[config.mk]
export PLATFORM = sky130hd
export DESIGN_NAME = hs2to4_bridge
export DESIGN_NICKNAME = d
export VERILOG_FILES = /design/src/rtl/hs_pkg.sv /design/src/rtl/hs_event_detect.sv /design/src/rtl/hs_phase_seq.sv /design/src/rtl/hs_data_hold.sv /design/src/rtl/hs2to4_bridge.sv
export SDC_FILE = /design/constraint.sdc
export NUM_CORES = 1
export LEC_CHECK = 0
export BUFFER_PORTS_ARGS = -buffer_cell sky130_fd_sc_hd__buf_2
export CORE_MARGIN = 10
export CORE_UTILIZATION = 35
export CTS_CLUSTER_SIZE = 24
export DETAILED_ROUTE_END_ITERATION = 10
export HOLD_SLACK_MARGIN = 0.12
export PLACE_DENSITY_LB_ADDON = 0.2
export SETUP_SLACK_MARGIN = 0.3
export SLEW_MARGIN = 40
export SYNTH_ARGS = -nofsm -noshare
export SYNTH_HDL_FRONTEND = slang
export SYNTH_SLANG_ARGS = --single-unit
[constraint.sdc]
create_clock -name clk -period 2.2 [get_ports clk]
set_input_delay 0 -clock clk [delete_from_list [all_inputs] [get_ports clk]]
set_output_delay 0 -clock clk [all_outputs]
set_load 0.02 [all_outputs]
[src/rtl/hs_pkg.sv]
package hs_pkg;

  typedef enum logic [1:0] {
    PH_IDLE  = 2'd0,
    PH_RAISE = 2'd1,
    PH_DROP  = 2'd2
  } phase_e;

  // A two-phase event is any difference between the live level and the last accepted one.
  function automatic logic is_transition(input logic cur, input logic prev);
    return cur ^ prev;
  endfunction

  function automatic phase_e next_phase(input phase_e ph, input logic evt, input logic ack);
    phase_e n;
    n = ph;
    case (ph)
      PH_IDLE:  if (evt) n = PH_RAISE;
      PH_RAISE: if (ack) n = PH_DROP;
      PH_DROP:  if (!ack) n = PH_IDLE;
      default:  n = PH_IDLE;
    endcase
    return n;
  endfunction

endpackage

[src/rtl/hs_event_detect.sv]
module hs_event_detect
  import hs_pkg::*;
(
  input  logic clk,
  input  logic rst_n,
  input  logic tr_req,
  input  logic take,
  output logic evt
);

  logic req_seen;

  always_ff @(posedge clk) begin
    if (!rst_n)    req_seen <= tr_req;
    else if (take) req_seen <= tr_req;
  end

  assign evt = is_transition(tr_req, req_seen);

  AST_TAKE_CLEARS_EVENT: assert property (@(posedge clk) disable iff (!rst_n)
    take |=> (req_seen == $past(tr_req)));

endmodule

[src/rtl/hs_phase_seq.sv]
module hs_phase_seq
  import hs_pkg::*;
(
  input  logic clk,
  input  logic rst_n,
  input  logic evt,
  input  logic lv_ack,
  output logic lv_req,
  output logic tr_ack,
  output logic take,
  output logic busy
);

  phase_e ph, ph_nx;

  assign ph_nx = next_phase(ph, evt, lv_ack);
  assign take  = (ph == PH_IDLE) && evt;
  assign busy  = (ph != PH_IDLE);

  always_ff @(posedge clk) begin
    if (!rst_n) begin
      ph     <= PH_IDLE;
      lv_req <= 1'b0;
      tr_ack <= 1'b0;
    end else begin
      ph <= ph_nx;
      if (ph == PH_IDLE && ph_nx == PH_RAISE) lv_req <= 1'b1;
      if (ph == PH_RAISE && ph_nx == PH_DROP) lv_req <= 1'b0;
      if (ph == PH_DROP && ph_nx == PH_IDLE)  tr_ack <= ~tr_ack;
    end
  end

  AST_RISE_ON_EVENT: assert property (@(posedge clk) disable iff (!rst_n)
    take |=> lv_req);

  AST_REQ_HOLD: assert property (@(posedge clk) disable iff (!rst_n)
    (lv_req && !lv_ack) |=> lv_req);

  AST_FALL_AFTER_ACK: assert property (@(posedge clk) disable iff (!rst_n)
    (lv_req && lv_ack) |=> !lv_req);

  AST_ACK_AFTER_RTZ: assert property (@(posedge clk) disable iff (!rst_n)
    (tr_ack != $past(tr_ack)) |-> (!$past(lv_ack) && !$past(lv_req) && $past(busy)));

  AST_IDLE_ACK_IGNORED: assert property (@(posedge clk) disable iff (!rst_n)
    (!busy && !evt) |=> (!lv_req && $stable(tr_ack)));

  AST_NO_SPURIOUS_REQ: assert property (@(posedge clk) disable iff (!rst_n)
    $rose(lv_req) |-> $past(evt));

endmodule

[src/rtl/hs_data_hold.sv]
module hs_data_hold #(
  parameter int DW = 8
) (
  input  logic          clk,
  input  logic          rst_n,
  input  logic          take,
  input  logic          busy,
  input  logic [DW-1:0] d_in,
  output logic [DW-1:0] d_out
);

  always_ff @(posedge clk) begin
    if (!rst_n)    d_out <= '0;
    else if (take) d_out <= d_in;
  end

  AST_DATA_CAPTURE: assert property (@(posedge clk) disable iff (!rst_n)
    take |=> (d_out == $past(d_in)));

  AST_DATA_STABLE: assert property (@(posedge clk) disable iff (!rst_n)
    (busy && $past(busy)) |-> $stable(d_out));

endmodule

[src/rtl/hs2to4_bridge.sv]
module hs2to4_bridge #(
  parameter int DW = 8
) (
  input  logic          clk,
  input  logic          rst_n,
  input  logic          tr_req,
  input  logic [DW-1:0] tr_data,
  output logic          tr_ack,
  output logic          lv_req,
  input  logic          lv_ack,
  output logic [DW-1:0] lv_data
);

  logic evt;
  logic take;
  logic busy;

  hs_event_detect u_evt (
    .clk   (clk),
    .rst_n (rst_n),
    .tr_req(tr_req),
    .take  (take),
    .evt   (evt)
  );

  hs_phase_seq u_seq (
    .clk   (clk),
    .rst_n (rst_n),
    .evt   (evt),
    .lv_ack(lv_ack),
    .lv_req(lv_req),
    .tr_ack(tr_ack),
    .take  (take),
    .busy  (busy)
  );

  hs_data_hold #(.DW(DW)) u_hold (
    .clk  (clk),
    .rst_n(rst_n),
    .take (take),
    .busy (busy),
    .d_in (tr_data),
    .d_out(lv_data)
  );

  AST_RESET_QUIET: assert property (@(posedge clk)
    !rst_n |=> (!lv_req && !tr_ack));

endmodule

Yosys cells after proc, flatten, opt, wreduce, memory -nomap -nowiden
Cells that the tools add are included.
- register bits: 13
- bits of input ports: 12
- output and inout port bits: 10
- equal/unequal tests: 5
- multiplexer cells: 6
- bitwise operators: 3
- reductions and logical operators: 7
- operator list (operator ; count):
    2-to-1 mux 2 bit ; 3
    case mux 2 bit (3 select lines) ; 1
    equality test 2 x 1 -> 1 bit (second input constant) ; 2
    equality test 2 bit (second input constant) ; 2
    logical AND 1 bit ; 4
    logical NOT 2 bit ; 2
    2-to-1 mux 1 bit ; 2
    inequality test 2 x 1 -> 1 bit (second input constant) ; 1
    NOT 1 bit ; 2
    OR reduction 2 bit ; 1
    bitwise XOR 1 bit ; 1

Depth between registers and ports, before layout
Gate-level depths: netlist (run 1).
- word-level depth: 6
- depth in mapped cells: 4
- mapped depth without buffers: 3

Hierarchy
A second synthesis (run 1) with hierarchy kept.
- cell total of the unflattened synthesis: 49
- area total of the unflattened synthesis: 543.0 µm²
- by module, submodules not included (module ; times used ; cells each ; area an instance (µm²) ; sequential area each (µm²)):
    hs_data_hold ; 1 ; 25 ; 301.5 ; 160.2
    hs_phase_seq ; 1 ; 21 ; 196.4 ; 80.1
    hs_event_detect ; 1 ; 3 ; 45.0 ; 30.0

Worst setup path after synthesis (run 1)
Ideal clock, no wire load.
- path type: flip-flop to flip-flop
- start: reg u_evt.req_seen
- end: reg u_seq.lv_req
- arrival time: 936 ps
- data required time: 2084 ps
- slack: 1148 ps
- cell stages (with the launch flop): 5
- buffers on the path: 1
- clock period less this slack: 1052 ps
- path through: edfxtp_1 > xnor2_1 > nor3_2 > buf_6 > o211a_1
- cells in the longest elaborated chain, start to end: 6
- elaborated cells on any way between the ends: 8
- those cells by class: eq/ne (2); mux (2); bitwise (1); reduce/logical (3)
- RTL lines (element ; RTL line ; text):
    from (decl) ; hs_event_detect.sv:11 ; logic req_seen;
    from (signal assigned) ; hs_event_detect.sv:14 ; if (!rst_n) req_seen <= tr_req;
    from (signal assigned) ; hs_event_detect.sv:15 ; else if (take) req_seen <= tr_req;
    bitwise XOR 1 bit (*) ; hs_pkg.sv:11 ; return cur ^ prev;
    2-to-1 mux 2 bit (*) ; hs_pkg.sv:18 ; PH_IDLE: if (evt) n = PH_RAISE;
    case mux 2 bit (3 select lines) (*) ; hs_pkg.sv:17 ; case (ph)
    equality test 2 bit ; hs_phase_seq.sv:28 ; if (ph == PH_RAISE && ph_nx == PH_DROP) lv_req <= 1'b0;
    logical AND 1 bit ; hs_phase_seq.sv:28 ;
    OR reduction 2 bit (no line) ; - ;
    to (signal assigned) ; hs_phase_seq.sv:23 ; lv_req <= 1'b0;
    to (signal assigned) ; hs_phase_seq.sv:27 ; if (ph == PH_IDLE && ph_nx == PH_RAISE) lv_req <= 1'b1;
    to (signal assigned) ; hs_phase_seq.sv:28 ;
    to (decl) ; hs_phase_seq.sv:8 ; output logic lv_req,
Mark *: on every way between the ends. The rest lies on a longest branch, timed or not.
A chain may end at the register's enable or synchronous reset.

Worst setup path after layout (run 1)
- start: reg u_evt.req_seen
- end: reg u_hold.d_out[0]
- cells in the longest elaborated chain, start to end: 2
- RTL lines (element ; RTL line ; text):
    bitwise XOR 1 bit ; hs_pkg.sv:11 ;
    logical AND 1 bit ; hs_phase_seq.sv:17 ; assign take = (ph == PH_IDLE) && evt;
    to (signal assigned) ; hs_data_hold.sv:14 ; else if (take) d_out <= d_in;
    to (decl) ; hs_data_hold.sv:9 ; output logic [DW-1:0] d_out
Every way passes these cells.

==> flow_metrics.env, run 1 <==
export IMPL_cts_buffers=3
export IMPL_p_comb_frac=0.254
export IMPL_drt_iter0_markers=5
export IMPL_grt_pass1_wl_um=1940
export IMPL_cts_sinks=13
export IMPL_period_minus_slack_ns=1.48
export IMPL_synth_warnings=0
export IMPL_crit_chain="xnor2_1 > nor3_2 > buf_4 > mux2i_1"
export IMPL_synth_seq_cells=13
export IMPL_groute_usage_overall=0.0724
export IMPL_final_nets=99
export IMPL_htree_levels=1
export IMPL_path_buf_inv=1
export IMPL_synthXorXnorAreaFrac=0.0496
export IMPL_synth_cell_types=17
export IMPL_hold_viol_final=0
export IMPL_instances_no_fill=101
export IMPL_syn_instance_count=52
export IMPL_synth_fa_ha_area_frac=0
export IMPL_rsz0062_at_grt="no"
export IMPL_synth_top_family_by_area="simple AND/OR/NAND/NOR gates"
export IMPL_internal_power_uw=407
export IMPL_hold_path_class="flop to flop"
export IMPL_muxShareOfSynthArea=0.151
export IMPL_critPathMaxFanout=8
export IMPL_cts_root_buf="clkbuf_4"
export IMPL_pwr_share_seq=0.491
export IMPL_core_area_um2=1370
export IMPL_io_pins=22
export IMPL_gr_total_overflow=0
export IMPL_end_kind="flop"
export IMPL_clk_latency_ns=0.27
export IMPL_grt_pass1_vias=437
export IMPL_grt_start_max_net_pins=22
export IMPL_critPathLaunchType="flop"
export IMPL_hpwl_um=778
export IMPL_power_density_nw_per_um2=735
export IMPL_finalSetupViolations=0
export IMPL_cts_buffer_depth=2
export IMPL_placed_cell_area_um2=642
export IMPL_vias=442
export IMPL_cp_slowest_stage_delay_ns=0.45
export IMPL_tns_ns=0
export IMPL_ir_worst_vdd_mv=0.308
export IMPL_cp_arrival_ns=1.68
export IMPL_antenna_found_initial=0
export IMPL_worstReg2RegStart="u_evt.req_seen"
export IMPL_synth_compound_area_frac=0.0331
export IMPL_critPathTopFamily="simple AND/OR/NAND/NOR gates"
export IMPL_ff2ff_setup_slack_ns=0.72
export IMPL_synth_area_per_cell_um2=10.2
export IMPL_port_buffer_count=21
export IMPL_hold_start="u_hold.d_out[7]"
export IMPL_drcViolationCount=0
export IMPL_power_uw=572
export IMPL_die_h_um=58.9
export IMPL_chipWidth_um=58.9
export IMPL_drive_above_1_share=0.314
export IMPL_worst_pin_slew_ns=0.583
export IMPL_wl_per_cell_um=11.5
export IMPL_yosys_area_share_simple=0.220
export IMPL_cts_tree="yes"
export IMPL_place_congestion=0.607
export IMPL_yosysSeqAreaShare=0.511
export IMPL_viasPerCell=4.38
export IMPL_setup_worst_path_start="u_evt.req_seen"
export IMPL_p_sw_uw=165
export IMPL_drv_slew=0
export IMPL_final_core_util=0.570
export IMPL_n_antenna_cell=0
export IMPL_initial_core_util=0.387
export IMPL_critPathKind="flop to flop"
export IMPL_fp_row_count=13
export IMPL_maxCapViolCount=0
export IMPL_clkTransAtPathRegs_ns=0.08
export IMPL_area_growth_synth_to_final_pct=47.0
export IMPL_fin_area_um2=778
export IMPL_dp_cells=86
export IMPL_critPathRequiredTime_ns=2.40
export IMPL_slew_headroom=0.609
export IMPL_cp_slowest_cell="nor3_2"
export IMPL_ant_nets=0
export IMPL_routed_wl_um=1160
export IMPL_switching_share=0.289
export IMPL_finalCritPeriodShare=0.672
export IMPL_syn_num_nets=64
export IMPL_run_status="finished, final reports clean"
export IMPL_power_frac_clock=0.255
export IMPL_dr_pass1_iters=4
export IMPL_syn_area_um2=529
export IMPL_fmax_ghz=0.677
export IMPL_p_leak_uw=0.000388
export IMPL_dieArea_um2=3470
export IMPL_finClkSkew_ns=0.000571
logic make-up after synthesis:
group	after synthesis
XOR/XNOR	3
flip-flops	13
AO/OA/AOI/OAI	2
buffers and inverters	3
AND/OR/NAND/NOR	23
multiplexers	8
flip-flops by register name, summed over array words and instances (netlist names):
signal          flops
u_hold.d_out        8
u_seq.ph            2
u_evt.req_seen      1
u_seq.lv_req        1
u_seq.tr_ack        1
through the flow:
| step | hold slack [ns] | setup slack (ns) |
|---|---|---|
| 2_1_floorplan | 0.0989 | 1.15 |
| 3_3_place_gp | 0.221 | 0.739 |
| 3_5_place_dp | 0.221 | 0.706 |
| 4_1_cts | 0.461 | 0.677 |
| 5_1_grt | 0.478 | 0.541 |
| 6_report | 0.455 | 0.722 |
worst paths after layout:
| kind | endpoint | cells past startpoint |
|---|---|---|
| max | u_hold.d_out[0] | 4 |
| min | u_hold.d_out[7] | 2 |
| max reg2reg | u_hold.d_out[0] | 4 |
| min reg2reg | u_hold.d_out[7] | 2 |
synth_stat cells:
cell type,count,area (um2)
nand2_1,16,60.1
dfxtp_1,12,240
mux2i_1,8,80.1
clkbuf_1,2,7.51
xor2_1,2,17.5
and2_1,1,6.26
and3_1,1,6.26
buf_6,1,11.3
edfxtp_1,1,30.0
nand2b_1,1,6.26
nand3b_1,1,7.51
nor3_2,1,10.0
nor3b_1,1,7.51
nor3b_2,1,12.5
o211a_1,1,10.0
o21a_1,1,7.51
xnor2_1,1,8.76
worst register-to-register path, cell delays in order (launching register included):
cell,delay (ns)
edfxtp_1,0.38
xnor2_1,0.15
nor3_2,0.45
buf_4,0.25
mux2i_1,0.18
power groups by stage:
stage / clock (uW) / combinational [uW] / sequential [uW]
after floorplan: 0 / 67.5 / 313
after global placement: 0 / 132 / 287
after detailed placement: 0 / 132 / 287
after CTS: 153 / 148 / 282
after global routing: 165 / 161 / 285
final: 146 / 145 / 281
placed cells by master, fill, tap and decap left out:
cell type and count:
buf_2 21, nand2_1 16, dfxtp_1 12, dlygate4sd3_1 11, mux2i_1 8, clkbuf_4 3, xor2_1 2, xnor2_1 1
nor3_2 1, nand2b_1 1, nor3b_1 1, o21a_1 1, and3_1 1, nor3b_2 1, and2_1 1, nand3b_1 1
o211a_1 1, clkbuf_1 1, buf_4 1, edfxtp_1 1
final cells by class:
type                            instances  area (um2)
Fill cell                             141         588
Sequential cell                        13         270
Clock buffer                            4        26.3
Timing Repair Buffer                   33         223
Tap cell                               15        18.8
Multi-Input combinational cell         36         240
layer usage:
layer	vias up	global-route usage	part of all wire
li1	239	-	-
met1	190	0.0878	0.49
met2	13	0.0976	0.43
met3	0	0.0472	0.084
met4	0	0.0295	0
met5	-	0	0
what timing repair did:
action,4_1_cts,5_1_grt
resized for setup,0,0
buffers inserted,0,0
endpoints found under the hold margin,12,0
hold buffers,11,0
No activity file was read; power rests on OpenSTA's default activity.
==> inputs of run 2 (changes only) <==
Clock period 2.2 ns to 1.3 ns, I/O delays scaled along.
==> run 2 against run 1 <==
  * First-iteration DRC count grew 100%
  * Flip-flop and latch count is the same
  * Final area shrank 0.32%
  * Routed wire length grew 13%
  * Die area is the same
  * Sequential power grew 70%
  * Final cell count is the same
  * Register-to-register slack lost 0.58 ns
  * Clock skew is essentially flat
  * Count of clock-buffer cells in the layout is the same
  * Sequential share of layout area grew 0.11 points
  * Largest cell class unchanged
==> flow_metrics.env, run 2 (synthesis results as in run 1) <==
export IMPL_drv_slew=0
export IMPL_drive_above_1_share=0.326
export IMPL_cts_sinks=13
export IMPL_critPathKind="flop to flop"
export IMPL_worst_pin_slew_ns=0.339
export IMPL_worstReg2RegStart="u_evt.req_seen"
export IMPL_placed_cell_area_um2=649
export IMPL_clk_latency_ns=0.26
export IMPL_maxCapViolCount=0
export IMPL_slew_headroom=0.774
export IMPL_dr_pass1_iters=4
export IMPL_fillCellCount=133
export IMPL_core_area_um2=1370
export IMPL_top_regs="u_hold.d_out: 8 flops, u_seq.ph: 2 flops"
export IMPL_cp_arrival_ns=1.35
export IMPL_cp_slowest_stage_delay_ns=0.38
export IMPL_cts_setup_buffers=0
export IMPL_largest_register="u_hold.d_out"
export IMPL_fin_area_um2=776
export IMPL_ant_nets=0
export IMPL_end_kind="flop"
export IMPL_largest_register_ffs=8
export IMPL_wl_per_cell_um=13.0
export IMPL_dieArea_um2=3470
export IMPL_power_density_nw_per_um2=1260
export IMPL_grt_pass1_vias=466
export IMPL_grt_start_max_net_pins=22
export IMPL_grt_pass1_wl_um=2220
export IMPL_cts_buffers=3
export IMPL_critPathRequiredTime_ns=1.49
export IMPL_rsz0062_at_grt="yes"
export IMPL_initial_core_util=0.387
export IMPL_vias=455
export IMPL_groute_usage_overall=0.0810
export IMPL_drt_iter0_markers=10
export IMPL_chipWidth_um=58.9
export IMPL_place_congestion=0.642
export IMPL_fp_row_count=13
export IMPL_tns_ns=0
export IMPL_drcViolationCount=0
export IMPL_finalCritPeriodShare=0.891
export IMPL_final_nets=99
export IMPL_crit_chain="xnor2_1 > nor3_2 > buf_4 > mux2i_1"
export IMPL_period_minus_slack_ns=1.16
export IMPL_finalSetupViolations=0
export IMPL_layout_common_cells="buf_2, nand2_1, dfxtp_1"
export IMPL_ir_worst_vdd_mv=0.672
export IMPL_hold_viol_final=0
export IMPL_cp_slowest_cell="edfxtp_1"
export IMPL_critPathMaxFanout=5
export IMPL_routed_wl_um=1310
export IMPL_run_status="finished, final reports clean"
export IMPL_n_antenna_cell=0
export IMPL_io_pins=22
export IMPL_antenna_found_initial=0
export IMPL_hpwl_um=849
export IMPL_area_growth_synth_to_final_pct=46.6
export IMPL_clkTransAtPathRegs_ns=0.08
export IMPL_cts_root_buf="clkbuf_4"
export IMPL_cts_tree="yes"
export IMPL_finClkSkew_ns=0.000343
export IMPL_p_leak_uw=0.000388
export IMPL_viasPerCell=4.50
export IMPL_final_common_cell="buf_2"
export IMPL_setup_worst_path_start="u_evt.req_seen"
export IMPL_gr_total_overflow=0
export IMPL_htree_levels=1
export IMPL_die_h_um=58.9
export IMPL_cts_buffer_depth=2
export IMPL_hold_path_class="primary input to flop"
export IMPL_fmax_ghz=0.863
export IMPL_port_buffer_count=21
export IMPL_critPathLaunchType="flop"
export IMPL_hold_start="rst_n"
run 2: cell count changes in the layout (fill, tap and decap cells not counted), sizes merged:
cell         before  now
dlygate4sd3      11   10
buf              22   23
run 2: stage by stage:
step	hold WS [ns]	setup WS, ns	utilization	power (uW)	cells
floorplan	0.0989	0.252	-	644	52
global placement	0.218	0.218	0.475	717	87
detailed placement	0.214	0.155	0.475	722	87
CTS	0.128	0.131	0.568	987	101
global route	0.153	0.0648	0.568	1030	101
finish	0.134	0.142	0.568	975	101
run 2: cell type report:
type,count,area [um2],area share
Sequential cell,13,270,0.348
Multi-Input combinational cell,36,240,0.310
Timing Repair Buffer,33,220,0.284
Clock buffer,4,26.3,0.0339
Tap cell,15,18.8,0.0242
run 2: report_power, final:
part	internal [uW]	leakage (uW)	switching, uW
registers	450	0.000109	27.7
clock network	119	0.0000150	122
logic	125	0.000265	132
run 2: critical path: cells and delay by family, from the launching register on:
family	cells	cell delay (ns)
buffers and inverters	1	0.20
xor gates and xnor gates	1	0.15
muxes	1	0.20
and+or+nand+nor	1	0.16
DFF	1	0.38
run 2: per-layer routing:
layer,global-route usage,up-vias,routed length (um)
met4,0.0197,0,12
li1,-,240,-
met1,0.0950,199,582
met2,0.128,14,638
met3,0.0408,2,77
met5,0,-,0
run 2: final timing paths:
| kind | endpoint | slack, ns | cells after the start |
|---|---|---|---|
| worst max-delay path | u_hold.d_out[3] | 0.14 | 4 |
| worst max register to register | u_hold.d_out[3] | 0.14 | 4 |
| worst min register to register | u_hold.d_out[0] | 0.45 | 2 |
| worst min-delay path | u_seq.ph[0] | 0.13 | 2 |
run 2: repair_timing:
action / 4_1_cts / 5_1_grt
resized for setup: 0 / 0
hold buffers: 10 / 0
hold endpoints to repair: 12 / 0
setup endpoints to repair: 11 / 12
==> inputs of run 3 (changes only) <==
Settings changed: CORE_UTILIZATION 35 to 30, CTS_BUF_LIST set to sky130_fd_sc_hd__clkbuf_2 sky130_fd_sc_hd__clkbuf_4 sky130_fd_sc_hd__clkbuf_8.
==> run 3 against run 2 <==
  * Final cell count increased by 9.9%
  * Non-clock buffer count unchanged
  * Sequential power about the same
  * Combinational power decreased by 3%
  * Maximum frequency increased by 3.5%
  * Critical path depth unchanged
  * Via count increased by 0.66%
  * Largest power group unchanged
  * Count of clock-buffer cells in the layout decreased by 1
  * Routed wire length decreased by 8.7%
  * Critical path type unchanged
  * Core utilization decreased by 11 points
  * Die area increased by 11%
  * Worst setup slack improved by 0.040 ns
==> flow_metrics.env, run 3 (synthesis results as in run 1) <==
export IMPL_run_status="finished, final reports clean"
export IMPL_viasPerCell=4.13
export IMPL_die_h_um=62
export IMPL_hold_path_class="primary input to flop"
export IMPL_grt_pass1_wl_um=1950
export IMPL_switching_share=0.296
export IMPL_n_antenna_cell=0
export IMPL_port_buffer_count=21
export IMPL_pwr_share_seq=0.489
export IMPL_largest_register="u_hold.d_out"
export IMPL_worstReg2RegStart="u_evt.req_seen"
export IMPL_p_leak_uw=0.000391
export IMPL_internal_power_uw=689
export IMPL_cts_buffers=3
export IMPL_tns_ns=0
export IMPL_grt_start_max_net_pins=22
export IMPL_area_growth_synth_to_final_pct=49.2
export IMPL_hold_start="rst_n"
export IMPL_critPathTopFamily="flip-flops"
export IMPL_initial_core_util=0.310
export IMPL_ff2ff_setup_slack_ns=0.18
export IMPL_drcViolationCount=0
export IMPL_cts_root_buf="clkbuf_4"
export IMPL_critPathRequiredTime_ns=1.51
export IMPL_top_regs="u_hold.d_out: 8 flops, u_seq.ph: 2 flops"
export IMPL_fmax_ghz=0.894
export IMPL_clk_latency_ns=0.27
export IMPL_place_congestion=0.676
export IMPL_pre_cts_slack_ns=0.182
export IMPL_critPathLaunchType="flop"
export IMPL_cts_tree="yes"
export IMPL_worst_pin_slew_ns=0.343
export IMPL_worst_r2r_endpoint="u_hold.d_out[1]"
export IMPL_rsz0062_at_grt="yes"
export IMPL_p_comb_frac=0.256
export IMPL_routed_wl_um=1200
export IMPL_largest_register_ffs=8
export IMPL_fp_row_count=15
export IMPL_cts_resized=0
export IMPL_critPathKind="flop to flop"
export IMPL_drive_above_1_share=0.337
export IMPL_antenna_found_initial=0
export IMPL_critPathMaxFanout=5
export IMPL_dieArea_um2=3840
export IMPL_layout_common_cells="buf_2, nand2_1, dfxtp_1"
export IMPL_chipWidth_um=62
export IMPL_drv_slew=0
export IMPL_hold_viol_final=0
export IMPL_final_nets=99
export IMPL_finalCritPeriodShare=0.860
export IMPL_finClkSkew_ns=0.00239
export IMPL_gr_total_overflow=0
export IMPL_vias=458
export IMPL_power_density_nw_per_um2=1240
export IMPL_end_kind="flop"
export IMPL_dr_pass1_iters=3
export IMPL_period_minus_slack_ns=1.12
export IMPL_p_sw_uw=289
export IMPL_reg2reg_depth=4
export IMPL_io_pins=22
export IMPL_drt_iter0_markers=3
export IMPL_fillCellCount=174
export IMPL_setup_ws_ns=0.181
export IMPL_fin_hold_ws_ns=0.125
export IMPL_htree_levels=1
export IMPL_crit_chain="xnor2_1 > nor3_2 > buf_4 > mux2i_1"
export IMPL_hold_depth=2
export IMPL_power_frac_clock=0.254
export IMPL_finalSetupViolations=0
export IMPL_path_buf_inv=1
export IMPL_cp_slowest_stage_delay_ns=0.39
export IMPL_core_area_um2=1710
export IMPL_maxCapViolCount=0
export IMPL_wl_per_cell_um=10.8
export IMPL_hold_path_end="u_seq.ph[0]"
export IMPL_slew_headroom=0.772
export IMPL_hpwl_um=868
export IMPL_cts_buffer_depth=2
export IMPL_final_common_cell="buf_2"
export IMPL_clkTransAtPathRegs_ns=0.08
export IMPL_ant_nets=0
export IMPL_cts_sinks=13
export IMPL_grt_pass1_vias=462
export IMPL_cp_arrival_ns=1.32
export IMPL_cp_slowest_cell="edfxtp_1"
export IMPL_ir_worst_vdd_mv=0.489
export IMPL_groute_usage_overall=0.0695
## run 3: layer usage
layer,global-route usage,wire [um]
met5,0,0
met4,0.0478,27
met3,0.0366,84
met2,0.0936,517
met1,0.0824,566
## run 3: how the worst max path moves through the flow
stage,from,endpoint,slack (ns),depth (start not counted)
after global routing,u_evt.req_seen,u_hold.d_out[2],0.10,4
after CTS,u_evt.req_seen,u_hold.d_out[3],0.16,4
after floorplan,u_evt.req_seen,u_evt.req_seen,0.25,3
after global placement,u_evt.req_seen,u_hold.d_out[3],0.19,4
final,u_evt.req_seen,u_hold.d_out[1],0.18,4
after detailed placement,u_evt.req_seen,u_hold.d_out[2],0.18,4
## run 3: per-stage QoR
| step | area, um2 | cells | util | total power [uW] |
|---|---|---|---|---|
| 6_report | 790 | 111 | 0.462 | 978 |
| 5_1_grt | 790 | 111 | 0.462 | 1050 |
| 4_1_cts | 790 | 111 | 0.462 | 996 |
| 3_5_place_dp | 662 | 97 | 0.388 | 721 |
| 3_3_place_gp | 662 | 97 | 0.388 | 718 |
| 2_1_floorplan | 529 | 52 | - | 644 |
## run 3: layout make-up
cell class / instances / area (um2) / share of cell area
clock inverter: 1 / 5.00 / 0.00634
multi-input combinational: 36 / 240 / 0.304
tap: 25 / 31.3 / 0.0396
sequential: 13 / 270 / 0.342
clock buffer: 3 / 22.5 / 0.0285
timing repair buffer: 33 / 220 / 0.279
## run 3: power groups by stage
stage | registers, uW | clock network, uW | logic [uW]
2_1_floorplan | 530 | 0 | 114
3_3_place_gp | 486 | 0 | 232
3_5_place_dp | 487 | 0 | 234
4_1_cts | 479 | 261 | 257
5_1_grt | 485 | 285 | 275
6_report | 478 | 249 | 251
## run 3: worst register-to-register path, stage by stage (launching register included)
cell and delay [ns]:
edfxtp_1 0.39, xnor2_1 0.14, nor3_2 0.15, buf_4 0.19
mux2i_1 0.18
## run 3: timing repair
item                                    4_1_cts  5_1_grt
hold endpoints to repair                     12        0
buffers inserted                              0        0
endpoints found under the setup margin       11       12
hold buffers                                 10        0
